[config.mk]
export PLATFORM = sky130hd
export DESIGN_NAME = rtc_rate_irq
export DESIGN_NICKNAME = d
export VERILOG_FILES = /design/src/rtl/rtc_rate_irq_pkg.sv /design/src/rtl/rtc_rate_ctrl.sv /design/src/rtl/rtc_rate_divider.sv /design/src/rtl/rtc_flag_status.sv /design/src/rtl/rtc_rate_irq.sv
export SDC_FILE = /design/constraint.sdc
export NUM_CORES = 1
export LEC_CHECK = 0
export ABC_AREA = 1
export BUFFER_PORTS_ARGS = -buffer_cell sky130_fd_sc_hd__buf_2
export CORE_MARGIN = 4
export CORE_UTILIZATION = 30
export CTS_CLUSTER_DIAMETER = 50
export DETAILED_ROUTE_END_ITERATION = 7
export GPL_ROUTABILITY_DRIVEN = 0
export PLACE_DENSITY = 0.45
export REMOVE_ABC_BUFFERS = 1
export SYNTH_ARGS = -nofsm -noshare
export SYNTH_HDL_FRONTEND = slang
export SYNTH_SLANG_ARGS = --single-unit
[constraint.sdc]
create_clock -name clk_i -period 1.7 [get_ports clk_i]
set_input_delay 0.17 -clock clk_i [delete_from_list [all_inputs] [get_ports clk_i]]
set_output_delay 0.17 -clock clk_i [all_outputs]
set_load 0.01 [all_outputs]
[src/rtl/rtc_rate_irq_pkg.sv]
package rtc_rate_irq_pkg;

  typedef struct packed {
    logic pie;
    logic aie;
    logic uie;
    logic sqwe;
  } irq_en_t;

  // flag vector order inside the block
  localparam int unsigned FL_PF = 2;
  localparam int unsigned FL_AF = 1;
  localparam int unsigned FL_UF = 0;
  localparam int unsigned NUM_FLAGS = 3;

  // control word fields
  localparam int unsigned CW_SET  = 4;
  localparam int unsigned CW_PIE  = 3;
  localparam int unsigned CW_AIE  = 2;
  localparam int unsigned CW_UIE  = 1;
  localparam int unsigned CW_SQWE = 0;
  localparam int unsigned CW_W    = 5;

  // divider counter bit carrying the tap for a rate code (code 0 unused)
  function automatic int unsigned tap_bit(input int unsigned code);
    if (code == 1)      return 6;
    else if (code == 2) return 7;
    else                return code - 2;
  endfunction

endpackage

[src/rtl/rtc_rate_ctrl.sv]
module rtc_rate_ctrl
  import rtc_rate_irq_pkg::*;
#(
  parameter int unsigned RATE_W = 4
) (
  input  logic              clk_i,
  input  logic              rst_ni,
  input  logic              rate_we_i,
  input  logic [RATE_W-1:0] rate_i,
  input  logic              ctrl_we_i,
  input  logic [CW_W-1:0]   ctrl_i,
  output logic [RATE_W-1:0] rate_o,
  output irq_en_t           en_o
);

  logic [RATE_W-1:0] rate_q;
  irq_en_t           en_q;

  // rate code deliberately survives reset
  always_ff @(posedge clk_i) begin
    if (rate_we_i) rate_q <= rate_i;
  end

  always_ff @(posedge clk_i or negedge rst_ni) begin
    if (!rst_ni) begin
      en_q <= '0;
    end else if (ctrl_we_i) begin
      en_q.pie  <= ctrl_i[CW_PIE];
      en_q.aie  <= ctrl_i[CW_AIE];
      en_q.uie  <= ctrl_i[CW_UIE] & ~ctrl_i[CW_SET];
      en_q.sqwe <= ctrl_i[CW_SQWE];
    end
  end

  assign rate_o = rate_q;
  assign en_o   = en_q;

endmodule

[src/rtl/rtc_rate_divider.sv]
module rtc_rate_divider
  import rtc_rate_irq_pkg::*;
#(
  parameter int unsigned DIV_W  = 15,
  parameter int unsigned RATE_W = 4
) (
  input  logic              clk_i,
  input  logic              rst_ni,
  input  logic              osc_tick_i,
  input  logic [RATE_W-1:0] rate_i,
  input  logic              sqwe_i,
  output logic              sqw_o,
  output logic              per_pulse_o
);

  // last stage (1 Hz) feeds the update chain elsewhere; not tapped here
  localparam int unsigned CNT_W     = DIV_W - 1;
  localparam int unsigned NUM_CODES = 1 << RATE_W;

  logic [CNT_W-1:0]     cnt_q;
  logic [NUM_CODES-1:0] taps;
  logic                 tap_d, tap_q, sqw_q;

  always_ff @(posedge clk_i or negedge rst_ni) begin
    if (!rst_ni)         cnt_q <= '0;
    else if (osc_tick_i) cnt_q <= cnt_q + 1'b1;
  end

  for (genvar c = 0; c < NUM_CODES; c++) begin : g_tap
    if (c == 0) begin : g_off
      assign taps[c] = 1'b0;
    end else begin : g_on
      assign taps[c] = cnt_q[tap_bit(c)];
    end
  end

  assign tap_d = taps[rate_i];

  always_ff @(posedge clk_i or negedge rst_ni) begin
    if (!rst_ni) begin
      tap_q <= 1'b0;
      sqw_q <= 1'b0;
    end else begin
      tap_q <= tap_d;
      sqw_q <= tap_d & sqwe_i;
    end
  end

  assign per_pulse_o = tap_d & ~tap_q;
  assign sqw_o       = sqw_q;

endmodule

[src/rtl/rtc_flag_status.sv]
module rtc_flag_status
  import rtc_rate_irq_pkg::*;
(
  input  logic                 clk_i,
  input  logic                 rst_ni,
  input  logic [NUM_FLAGS-1:0] ev_i,
  input  logic [NUM_FLAGS-1:0] en_i,
  input  logic                 rd_i,
  output logic [7:0]           status_o,
  output logic                 irq_no,
  output logic [NUM_FLAGS-1:0] flags_o,
  output logic                 busy_o
);

  logic [NUM_FLAGS-1:0] flags_q, pend_q;
  logic [7:0]           snap_q, live_byte;
  logic                 busy_q, irqf;

  assign irqf      = |(flags_q & en_i);
  assign live_byte = {irqf, flags_q, 4'b0000};

  always_ff @(posedge clk_i or negedge rst_ni) begin
    if (!rst_ni) begin
      flags_q <= '0;
      pend_q  <= '0;
      snap_q  <= '0;
      busy_q  <= 1'b0;
    end else begin
      busy_q <= rd_i;
      if (rd_i && !busy_q) snap_q <= live_byte;
      if (rd_i) begin
        pend_q <= pend_q | ev_i;          // defer while read is open
      end else if (busy_q) begin
        flags_q <= pend_q | ev_i;         // read closed: clear, then post
        pend_q  <= '0;
      end else begin
        flags_q <= flags_q | ev_i;
      end
    end
  end

  assign status_o = busy_q ? snap_q : live_byte;
  assign irq_no   = ~irqf;
  assign flags_o  = flags_q;
  assign busy_o   = busy_q;

endmodule

[src/rtl/rtc_rate_irq.sv]
module rtc_rate_irq
  import rtc_rate_irq_pkg::*;
#(
  parameter int unsigned DIV_W  = 15,
  parameter int unsigned RATE_W = 4
) (
  input  logic              clk_i,
  input  logic              rst_ni,
  input  logic              osc_tick_i,
  input  logic              rate_we_i,
  input  logic [RATE_W-1:0] rate_i,
  input  logic              ctrl_we_i,
  input  logic [CW_W-1:0]   ctrl_i,
  input  logic              alarm_ev_i,
  input  logic              update_ev_i,
  input  logic              stat_rd_i,
  output logic [7:0]        status_o,
  output logic              irq_no,
  output logic              sqw_o
);

  logic [RATE_W-1:0]    rate;
  irq_en_t              en;
  logic                 per_pulse;
  logic [NUM_FLAGS-1:0] ev, en_vec, flags;
  logic                 busy;

  rtc_rate_ctrl #(.RATE_W(RATE_W)) u_ctrl (
    .clk_i     (clk_i),
    .rst_ni    (rst_ni),
    .rate_we_i (rate_we_i),
    .rate_i    (rate_i),
    .ctrl_we_i (ctrl_we_i),
    .ctrl_i    (ctrl_i),
    .rate_o    (rate),
    .en_o      (en)
  );

  rtc_rate_divider #(.DIV_W(DIV_W), .RATE_W(RATE_W)) u_div (
    .clk_i       (clk_i),
    .rst_ni      (rst_ni),
    .osc_tick_i  (osc_tick_i),
    .rate_i      (rate),
    .sqwe_i      (en.sqwe),
    .sqw_o       (sqw_o),
    .per_pulse_o (per_pulse)
  );

  always_comb begin
    ev             = '0;
    ev[FL_PF]      = per_pulse;
    ev[FL_AF]      = alarm_ev_i;
    ev[FL_UF]      = update_ev_i;
    en_vec         = '0;
    en_vec[FL_PF]  = en.pie;
    en_vec[FL_AF]  = en.aie;
    en_vec[FL_UF]  = en.uie;
  end

  rtc_flag_status u_flags (
    .clk_i    (clk_i),
    .rst_ni   (rst_ni),
    .ev_i     (ev),
    .en_i     (en_vec),
    .rd_i     (stat_rd_i),
    .status_o (status_o),
    .irq_no   (irq_no),
    .flags_o  (flags),
    .busy_o   (busy)
  );

endmodule

==> summary.txt, run 1 <==
Global routing
  – First-pass GRT wire length: just under 6000 um
  – Largest net degree at the start of global routing: 32
  – Global route overflow: 0
  – Total GRT Usage: 0.105
  – Initial antenna violation count: 0
  – Vias in the first global route: about 1300

Setup path
  – CP required: 1.53 ns
  – Worst Setup End Kind: primary output
  – Depth of the most critical reg-to-reg path: 7
  – Worst Path Max Fanout: 10
  – CP Launch Type: flop
  – Flop2flop setup slack: about 0.31 ns
  – Worst Setup SP: u_flags.busy_o
  – CP Class: reg2out
  – Worst r2r src: u_div.cnt_q[0]
  – RR Endpoint: u_div.cnt_q[12]
  – Worst Path Arrival: 1.37 ns

Routing
  – Via density: about 4.2
  – WL/cell: approximately 11 um
  – Via Count: about 1300
  – DRT Wirelength: 3340 um
  – Final ANT Viol Nets: 0
  – Detailed-route DRC error count: 0
  – DR iter-0 viols: 50
  – DRT Pass-1 Iters: 4

Worst hold path
  – Hold wc startpoint: rate_i[2]
  – Hold path depth: 1
  – Hold EP: u_ctrl.rate_o[2]
  – Hold Path Class: in2reg

CTS
  – Clock root cell: clkbuf_8
  – PostCTS Resize Cnt: 0
  – Maximum root-to-sink buffer count: 2
  – Clk_lat worst skew: around 0.29 ns
  – Clk slew on worst S/H paths: ~0.08 ns
  – Hold_buf cts: 1
  – Clock sink total: 35
  – Clock buffer count from CTS: 5
  – Post-CTS Setup Repair Bufs: 0
  – Total number of H-tree levels: 2
  – TritonCTS clock tree: done

STA
  – Fmax: around 650 MHz
  – Fin. max-slew vios: 0
  – Final hold vios: 0
  – Worst slew margin: 0.523
  – Period utilisation layout: 0.908
  – Crit path time final: roughly 1.5 ns
  – Final setup skew: ~0.0069 ns
  – Unrepaired setup endpoints after global routing: false
  – Setup violators final: 0
  – Worst Max-Slew Pin Slew: around 0.72 ns
  – Setup TNS: 0 ns

Die
  – Core area: 5540 sq um
  – DIE WIDTH: roughly 84 um
  – Placement row count: 27
  – Io pins: 27
  – Die Y: ~84 um
  – Die footprint: 7020 sq um
  – Initial Util: 0.311

Synth
  – Area share of the largest cell type after synthesis: 0.450
  – Mapped Area: about 1700 sq um
  – Post-Synthesis Cells: 195
  – Top cells by count, synth: nand2_1, inv_1, dfrtp_1
  – Most frequent cell after synthesis: nand2_1
  – Yosys reg bits: 35
  – Async SR Flop Fraction: 0.886
  – Synth Flop Type: dfrtp_1
  – Synth warnings: 0
  – Seq/Total Area, Yosys: 0.520
  – Synth unique cells: 27
  – Post-synthesis average cell area: 8.84 sq um
  – Top post-synthesis cells by area: dfrtp_1, nand2_1, inv_1
  – Area leader, netlist: dfrtp_1
  – Number of flops mapped to enable cells by yosys: 4

Cells and area
  – Share of cells above drive strength 1: 0.197
  – Nets: 240
  – Fillers: around 600
  – Area grow syn2layout: 17.0%
  – N_diodes: 0

Run status
  – Status: complete, no violations

Placement
  – Detailed placer's ending HPWL: between 2000 and 2500 um
  – Port-buffer cells: 22

Pwr
  – Pwr dens: 1270 nW/um^2
  – Peak supply drop: 0.000385 V
  – Total power: between 2 and 3 mW
  – Leak pwr: around 1.0 nW

Flow run
  – Max-cap violations: 0
==> worst max-delay path, stage by stage, from the launching register on <==
cell and delay [ns]:
dfrtp_1 0.53, inv_1 0.18, o21ai_0 0.22, buf_2 0.16
==> report_power, final <==
part / internal, mW / leakage (nW) / switching (mW)
clock network: 0.437 / 0.0581 / 0.317
logic: 0.219 / 0.585 / 0.377
registers: 1.03 / 0.393 / 0.177
total: 1.69 / 1.04 / 0.870
==> per-stage QoR <==
stage | hold WS (ns) | setup WS (ns) | util | instances | instance area, sq um
final | 0.0563 | 0.156 | 0.364 | 295 | 2020
after global routing | 0.0417 | 0.0546 | 0.364 | 295 | 2020
after CTS | 0.0454 | 0.163 | 0.364 | 295 | 2020
after detailed placement | 0.274 | 0.304 | 0.342 | 286 | 1890
after global placement | 0.288 | 0.325 | 0.342 | 286 | 1890
after floorplan | -0.126 | 0.409 | - | 192 | 1690
==> area by class of cell <==
type | count | area (sq um) | area share
flip-flops and latches | 35 | 896 | 0.444
multi-input cells | 121 | 662 | 0.328
inverters | 36 | 135 | 0.0670
repair buffers | 23 | 120 | 0.0596
well taps | 72 | 90.1 | 0.0447
clock buffers | 5 | 68.8 | 0.0341
clock inverters | 3 | 43.8 | 0.0217
==> metal layers <==
metal,up-vias,wire length (um),track usage,part of all wire
li1,649,-,-,-
met2,26,1360,0.150,0.41
met1,571,1800,0.150,0.54
met4,0,62,0.0439,0.019
met3,6,108,0.0247,0.032
met5,-,0,0,0
==> cells by family (layout without fill, tap and decap cells) <==
| group | count (synthesis) | count (layout) | share of synthesized area |
|---|---|---|---|
| buf+inv | 42 | 67 | 0.102 |
| flops | 35 | 35 | 0.520 |
| compound gates | 19 | 19 | 0.0552 |
| fa+ha+maj | 1 | 1 | 0.00726 |
| simple gates | 83 | 83 | 0.239 |
| mux | 2 | 2 | 0.0131 |
| xor+xnor | 12 | 12 | 0.0610 |
| other cells | 1 | 4 | 0.00218 |
==> cell usage in the layout, fill, tap and decap left out, types with 4 or more instances in the layout <==
cell | netlist | final
nand2_1 | 50 | 50
inv_1 | 34 | 34
dfrtp_1 | 31 | 31
buf_2 | 0 | 22
nand3_1 | 16 | 16
o21ai_0 | 14 | 14
xor2_1 | 12 | 12
clkbuf_8 | 0 | 5
conb_1 | 1 | 4
edfxtp_1 | 4 | 4
==> worst max path at each step <==
stage	to	slack [ns]	cells after the start
final	status_o[7]	0.16	3
after detailed placement	u_div.cnt_q[12]	0.30	7
after global routing	status_o[7]	0.05	3
after floorplan	u_div.cnt_q[10]	0.41	8
after global placement	u_div.cnt_q[12]	0.33	7
after CTS	status_o[7]	0.16	3
==> registers in the layout (all words and copies together) (netlist names) <==
signal           count
u_flags.flags_o      3
u_div.sqw_o          1
u_flags.pend_q       3
u_div.cnt_q         14
u_flags.busy_o       1
u_ctrl.rate_o        4
u_div.tap_q          1
u_flags.snap_q       4
u_ctrl.en_o          4
(Power assumes the default switching activity.)
==> run 2, diff against run 1 <==
BUFFER_PORTS_ARGS = unset   (was -buffer_cell sky130_fd_sc_hd__buf_2)
DONT_BUFFER_PORTS = 1   (was unset)
PLACE_DENSITY = 0.41   (was 0.45)
==> run 2 against run 1 <==
Core utilization up 0.27 points. Register-to-register slack about the same. Cell area up 0.75%. Wire length down 2.0%. Global-route usage up 0.20 points. Flip-flop and latch count unchanged. Via count down 1.6%. Sequential share of layout area down 0.33 points. Largest power group unchanged.
==> summary.txt, run 2 (same netlist as run 1, synthesis figures left out) <==
STA
  – Setup violators final: 0 (unchanged)
  – Final hold vios: 0 (unchanged)
  – Setup TNS: 0 ns (unchanged)
  – Final setup skew: 0.00825 ns (was 0.00690 ns)
  – Crit path time final: 1.55 ns (was 1.54 ns)
  – Fin. max-slew vios: 0 (unchanged)
  – Period utilisation layout: 0.909 (was 0.908)
  – Fmax: 647 MHz (was 648 MHz)
  – Unrepaired setup endpoints after global routing: false (unchanged)

Global routing
  – Initial antenna violation count: 0 (unchanged)
  – Vias in the first global route: 1348 (was 1253)
  – First-pass GRT wire length: 6090 um (was 5930 um)
  – Total GRT Usage: 0.107 (was 0.105)
  – Largest net degree at the start of global routing: 32 (unchanged)
  – Global route overflow: 0 (unchanged)

Run status
  – Status: complete, no violations (unchanged)

Setup path
  – Setup crit end: status_o[7] (unchanged)
  – Flop2flop setup slack: 0.31 ns (about the same)
  – Depth of the most critical reg-to-reg path: 8 (was 7)
  – CP top delay family: flip-flops (unchanged)
  – CP Cell Sequence: inv_1 > o21ai_0 (was inv_1 > o21ai_0 > buf_2)
  – Worst Setup SP: u_flags.busy_o (unchanged)
  – Worst Path Buf+Inv: 1 (was 2)
  – Levels on crit path: 2 (was 3)
  – Worst Setup End Kind: primary output (unchanged)
  – CP Launch Type: flop (unchanged)
  – CP required: 1.53 ns (about the same)
  – Worst Path Max Fanout: 10 (unchanged)
  – RR Endpoint: u_div.cnt_q[10] (was u_div.cnt_q[12])
  – Worst r2r src: u_div.cnt_q[0] (unchanged)
  – CP max stage delay: 0.53 ns (about the same)
  – CP Class: reg2out (unchanged)
  – Slowest-stage cell, CP: dfrtp_1 (unchanged)
  – Worst Path Arrival: 1.38 ns (was 1.37 ns)

Cells and area
  – Commonest non-fill, non-tap cell in the layout: nand2_1 (unchanged)
  – Nets: 228 (was 240)
  – Max reg flops: 14 (unchanged)
  – Most frequent cells in the layout: nand2_1, inv_1, dfrtp_1 (unchanged)
  – Area grow syn2layout: 17.9% (was 17.0%)
  – Fin area: 2030 sq um (was 2020 sq um)
  – N_diodes: 0 (unchanged)
  – Largest reg by FF count: u_div.cnt_q (unchanged)
  – Share of cells above drive strength 1: 0.104 (was 0.197)

Routing
  – Final ANT Viol Nets: 0 (unchanged)
  – DRT Wirelength: 3270 um (was 3340 um)
  – Via density: 4.35 (was 4.24)
  – Via Count: 1232 (was 1252)
  – DRT Pass-1 Iters: 4 (unchanged)
  – WL/cell: 11.6 um (was 11.3 um)
  – DR iter-0 viols: 39 (was 50)
  – Detailed-route DRC error count: 0 (unchanged)

Pwr
  – Peak supply drop: 0.000377 V (was 0.000385 V)
  – Pwr dens: 1290 nW/um^2 (was 1270 nW/um^2)
  – Leak pwr: 1.00 nW (was 1.04 nW)

Die
  – Die footprint: 7020 sq um (unchanged)
  – Core area: 5540 sq um (unchanged)
  – Placement row count: 27 (unchanged)
  – DIE WIDTH: 83.8 um (unchanged)
  – Initial Util: 0.311 (unchanged)
  – Io pins: 27 (unchanged)
  – Die Y: 83.8 um (unchanged)

CTS
  – PostCTS Resize Cnt: 0 (unchanged)
  – Clk slew on worst S/H paths: 0.08 ns (about the same)
  – Clock sink total: 35 (unchanged)
  – TritonCTS clock tree: done (unchanged)
  – Total number of H-tree levels: 2 (unchanged)
  – Clock buffer count from CTS: 5 (unchanged)
  – Clk_lat worst skew: 0.29 ns (about the same)
  – Clock root cell: clkbuf_8 (unchanged)
  – Maximum root-to-sink buffer count: 2 (unchanged)

Flow run
  – Max-cap violations: 0 (unchanged)

Placement
  – Area of placed instances: 1780 sq um (was 1890 sq um)
  – Detailed placer's ending HPWL: 2370 um (was 2480 um)
  – Port-buffer cells: 0 (was 22)

Worst hold path
  – Hold Path Class: in2reg (unchanged)
[run 2: worst reg2reg max path: stages, from the launching register on]
cell     delay [ns]
dfrtp_1        0.40
ha_1           0.20
nand3_2        0.11
nor2_4         0.14
nand2_2        0.08
nor3_2         0.10
nand2_1        0.07
xor2_1         0.13
inv_1          0.06
[run 2: stage by stage]
step	setup WS, ns	power (mW)	cells	utilization	hold slack [ns]
detailed placement	0.304	1.76	264	0.322	-0.124
CTS	0.134	2.66	283	0.367	0.0211
finish	0.155	2.62	283	0.367	0.0321
floorplan	0.409	1.63	192	-	-0.126
global route	0.0572	2.82	283	0.367	0.0113
global placement	0.340	1.76	264	0.322	-0.124
[run 2: final cells by class]
cell class,instances,area [sq um]
Clock inverter,1,30.0
Timing Repair Buffer,11,120
Fill cell,582,3510
Multi-Input combinational cell,121,662
Tap cell,72,90.1
Sequential cell,35,896
Inverter,36,135
Clock buffer,7,97.6
[run 2: worst min-delay path by stage]
stage / startpoint / endpoint / slack [ns] / cells past startpoint
6_report: ctrl_i[2] / u_ctrl.en_o[2] / 0.03 / 1
5_1_grt: ctrl_i[3] / u_ctrl.en_o[3] / 0.01 / 1
4_1_cts: ctrl_i[2] / u_ctrl.en_o[2] / 0.02 / 1
3_5_place_dp: rst_ni / u_div.cnt_q[3] / -0.12 / 0
3_3_place_gp: rst_ni / u_div.cnt_q[3] / -0.12 / 0
2_1_floorplan: rst_ni / u_ctrl.en_o[0] / -0.13 / 0
[run 2: what timing repair did]
| item | in CTS | in global routing |
|---|---|---|
| hold buffers | 11 | 0 |
| hold endpoints to repair | 44 | 0 |
| setup buffers | 0 | 0 |
[run 2: power breakdown]
group          leakage (nW)  switching, mW  internal, mW
Combinational         0.544          0.358         0.210
Sequential            0.393          0.180          1.03
Clock                0.0636          0.310         0.527
[run 2: per-layer routing]
layer  track usage  wire length, um  vias up
met4        0.0395               38        0
li1              -                -      624
met5             0                0        -
met3        0.0385              179        5
met1         0.135             1600      578
met2         0.167             1450       25
==> run 3, diff against run 2 <==
CORE_UTILIZATION = 51   (was 30)
PLACE_DENSITY = 0.63   (was 0.41)
==> run 3 against run 2 <==
Maximum frequency down 2.3%. Largest power group unchanged. Die area shrank 38%. Hold slack got worse by 0.020 ns. Global-route usage rose by 5.6 points. Sequential share of layout area rose by 1.4 points. Clock power decreased by 49%. Count of clock-buffer cells in the layout unchanged. Combinational power is 1% higher. Core utilization grew 26 points. Register-to-register slack lost 0.04 ns.
==> summary.txt, run 3 (same netlist as run 1, synthesis figures left out) <==
Placement
  – Setup slack at placement: 0.265 ns (was 0.304 ns)
  – Detailed placer's ending HPWL: 2120 um (was 2370 um)
  – Area of placed instances: 1750 sq um (was 1780 sq um)
  – Port-buffer cells: 0 (unchanged)

Pwr
  – Peak supply drop: 0.000649 V (was 0.000377 V)
  – Pwr dens: 1130 nW/um^2 (was 1290 nW/um^2)
  – Sequential power share: 0.547 (was 0.463)
  – Clk network pwr share: 0.194 (was 0.320)
  – Sw Ratio: 0.364 (was 0.324)
  – Leak pwr: 0.988 nW (was 1.00 nW)
  – Combinational power share: 0.259 (was 0.217)
  – Net Sw Power: 0.806 mW (was 0.848 mW)
  – Int Pwr: 1.41 mW (was 1.77 mW)

STA
  – Final setup skew: 0.0148 ns (was 0.00825 ns)
  – Setup TNS: 0 ns (unchanged)
  – Setup violators final: 0 (unchanged)
  – Period utilisation layout: 0.930 (was 0.909)
  – Final worst-path setup slack: 0.118 ns (was 0.155 ns)
  – Final hold vios: 0 (unchanged)
  – Fmax: 632 MHz (was 647 MHz)
  – Fin. max-slew vios: 0 (unchanged)
  – Unrepaired setup endpoints after global routing: false (unchanged)
  – Crit path time final: 1.58 ns (was 1.55 ns)

CTS
  – TritonCTS clock tree: done (unchanged)
  – Post-CTS Setup Repair Bufs: 0 (unchanged)
  – Clock root cell: clkbuf_4 (was clkbuf_8)
  – Clock sink total: 35 (unchanged)
  – Clk_lat worst skew: 0.34 ns (was 0.29 ns)
  – Maximum root-to-sink buffer count: 2 (unchanged)
  – PostCTS Resize Cnt: 0 (unchanged)
  – Total number of H-tree levels: 2 (unchanged)
  – Clk slew on worst S/H paths: 0.11 ns (was 0.08 ns)
  – Clock buffer count from CTS: 5 (unchanged)

Worst hold path
  – Hold EP: u_div.cnt_q[2] (was u_ctrl.en_o[2])
  – Hold wc startpoint: osc_tick_i (was ctrl_i[2])
  – Hold path depth: 4 (was 1)
  – Hold Path Class: in2reg (unchanged)

Global routing
  – Initial antenna violation count: 0 (unchanged)
  – First-pass GRT wire length: 5380 um (was 6090 um)
  – Total GRT Usage: 0.162 (was 0.107)
  – Largest net degree at the start of global routing: 32 (unchanged)
  – Global route overflow: 0 (unchanged)
  – Vias in the first global route: 1233 (was 1348)

Routing
  – DRT Wirelength: 3050 um (was 3270 um)
  – Final ANT Viol Nets: 0 (unchanged)
  – Via density: 4.93 (was 4.35)
  – WL/cell: 11.7 um (was 11.6 um)
  – Detailed-route DRC error count: 0 (unchanged)
  – Via Count: 1281 (was 1232)
  – DRT Pass-1 Iters: 4 (unchanged)
  – DR iter-0 viols: 99 (was 39)

Cells and area
  – Nets: 233 (was 228)
  – Area grow syn2layout: 14.2% (was 17.9%)
  – Most frequent cells in the layout: nand2_1, inv_1, dfrtp_1 (unchanged)
  – Commonest non-fill, non-tap cell in the layout: nand2_1 (unchanged)
  – Fin area: 1970 sq um (was 2030 sq um)
  – Largest reg by FF count: u_div.cnt_q (unchanged)
  – N_diodes: 0 (unchanged)
  – Share of cells above drive strength 1: 0.0972 (was 0.104)
  – Max reg flops: 14 (unchanged)

Flow run
  – Max-cap violations: 0 (unchanged)

Setup path
  – RR Endpoint: u_div.cnt_q[10] (unchanged)
  – Flop2flop setup slack: 0.27 ns (was 0.31 ns)
  – CP required: 1.53 ns (about the same)
  – Worst Path Max Fanout: 10 (unchanged)
  – CP Class: reg2out (unchanged)
  – Worst r2r src: u_div.cnt_q[0] (unchanged)
  – Depth of the most critical reg-to-reg path: 8 (unchanged)
  – Worst Path Arrival: 1.41 ns (was 1.38 ns)
  – Worst Setup SP: u_flags.busy_o (unchanged)
  – Worst Setup End Kind: primary output (unchanged)
  – CP Launch Type: flop (unchanged)

Die
  – Placement row count: 20 (was 27)
  – Core area: 3150 sq um (was 5540 sq um)
  – Die Y: 66.1 um (was 83.8 um)
  – DIE WIDTH: 66.1 um (was 83.8 um)
  – Io pins: 27 (unchanged)
  – Die footprint: 4370 sq um (was 7020 sq um)
  – Initial Util: 0.546 (was 0.311)

Run status
  – Status: complete, no violations (unchanged)
==> run 3: cell types whose count changed in the layout (fill, tap and decap cells not counted), sizes merged <==
cell         previous run  this run
bufinv                  1         0
clkinv                  0         1
dlygate4sd3            10        15
==> run 3: power groups by stage <==
stage                     logic, mW  registers, mW  clock network [mW]
after floorplan               0.449           1.18                   0
after global placement        0.513           1.22                   0
after detailed placement      0.529           1.23                   0
after CTS                     0.583           1.21               0.443
after global routing          0.667           1.24               0.479
final                         0.574           1.21               0.429
==> run 3: how the worst max path moves through the flow <==
| stage | cells after the start | slack, ns | endpoint |
|---|---|---|---|
| floorplan | 8 | 0.41 | u_div.cnt_q[10] |
| global placement | 8 | 0.35 | u_div.cnt_q[10] |
| detailed placement | 8 | 0.27 | u_div.cnt_q[10] |
| CTS | 2 | 0.09 | status_o[7] |
| global route | 2 | 0.007 | status_o[7] |
| finish | 2 | 0.12 | status_o[7] |
==> run 3: repair_timing <==
action                                  4_1_cts  5_1_grt
endpoints found under the hold margin        49        0
hold buffers                                 16        0
endpoints found under the setup margin        0        0
==> run 3: worst max-delay path: stages, from the launching register on <==
cell and delay [ns]:
dfrtp_1 0.51, inv_1 0.19, o21ai_0 0.37
==> run 3: cell type report <==
cell class,instances,area (sq um)
Clock buffer,7,45.0
Clock inverter,1,5.00
Fill cell,276,1180
Inverter,36,135
Multi-Input combinational cell,121,662
Sequential cell,35,896
Tap cell,44,55.1
Timing Repair Buffer,16,170
==> run 3: per-stage QoR <==
step | total power, mW | util | hold slack [ns] | cells
4_1_cts | 2.24 | 0.624 | 0.00127 | 260
3_5_place_dp | 1.76 | 0.554 | -0.124 | 236
2_1_floorplan | 1.63 | - | -0.126 | 192
3_3_place_gp | 1.73 | 0.554 | -0.125 | 236
5_1_grt | 2.38 | 0.624 | 0.0267 | 260
6_report | 2.21 | 0.624 | 0.0117 | 260
==> run 3: per-layer routing <==
metal / vias up / share of wire / global-route usage
met5: - / 0 / 0
li1: 638 / - / -
met3: 7 / 0.051 / 0.0442
met1: 599 / 0.49 / 0.213
met2: 37 / 0.44 / 0.247
met4: 0 / 0.020 / 0.0761
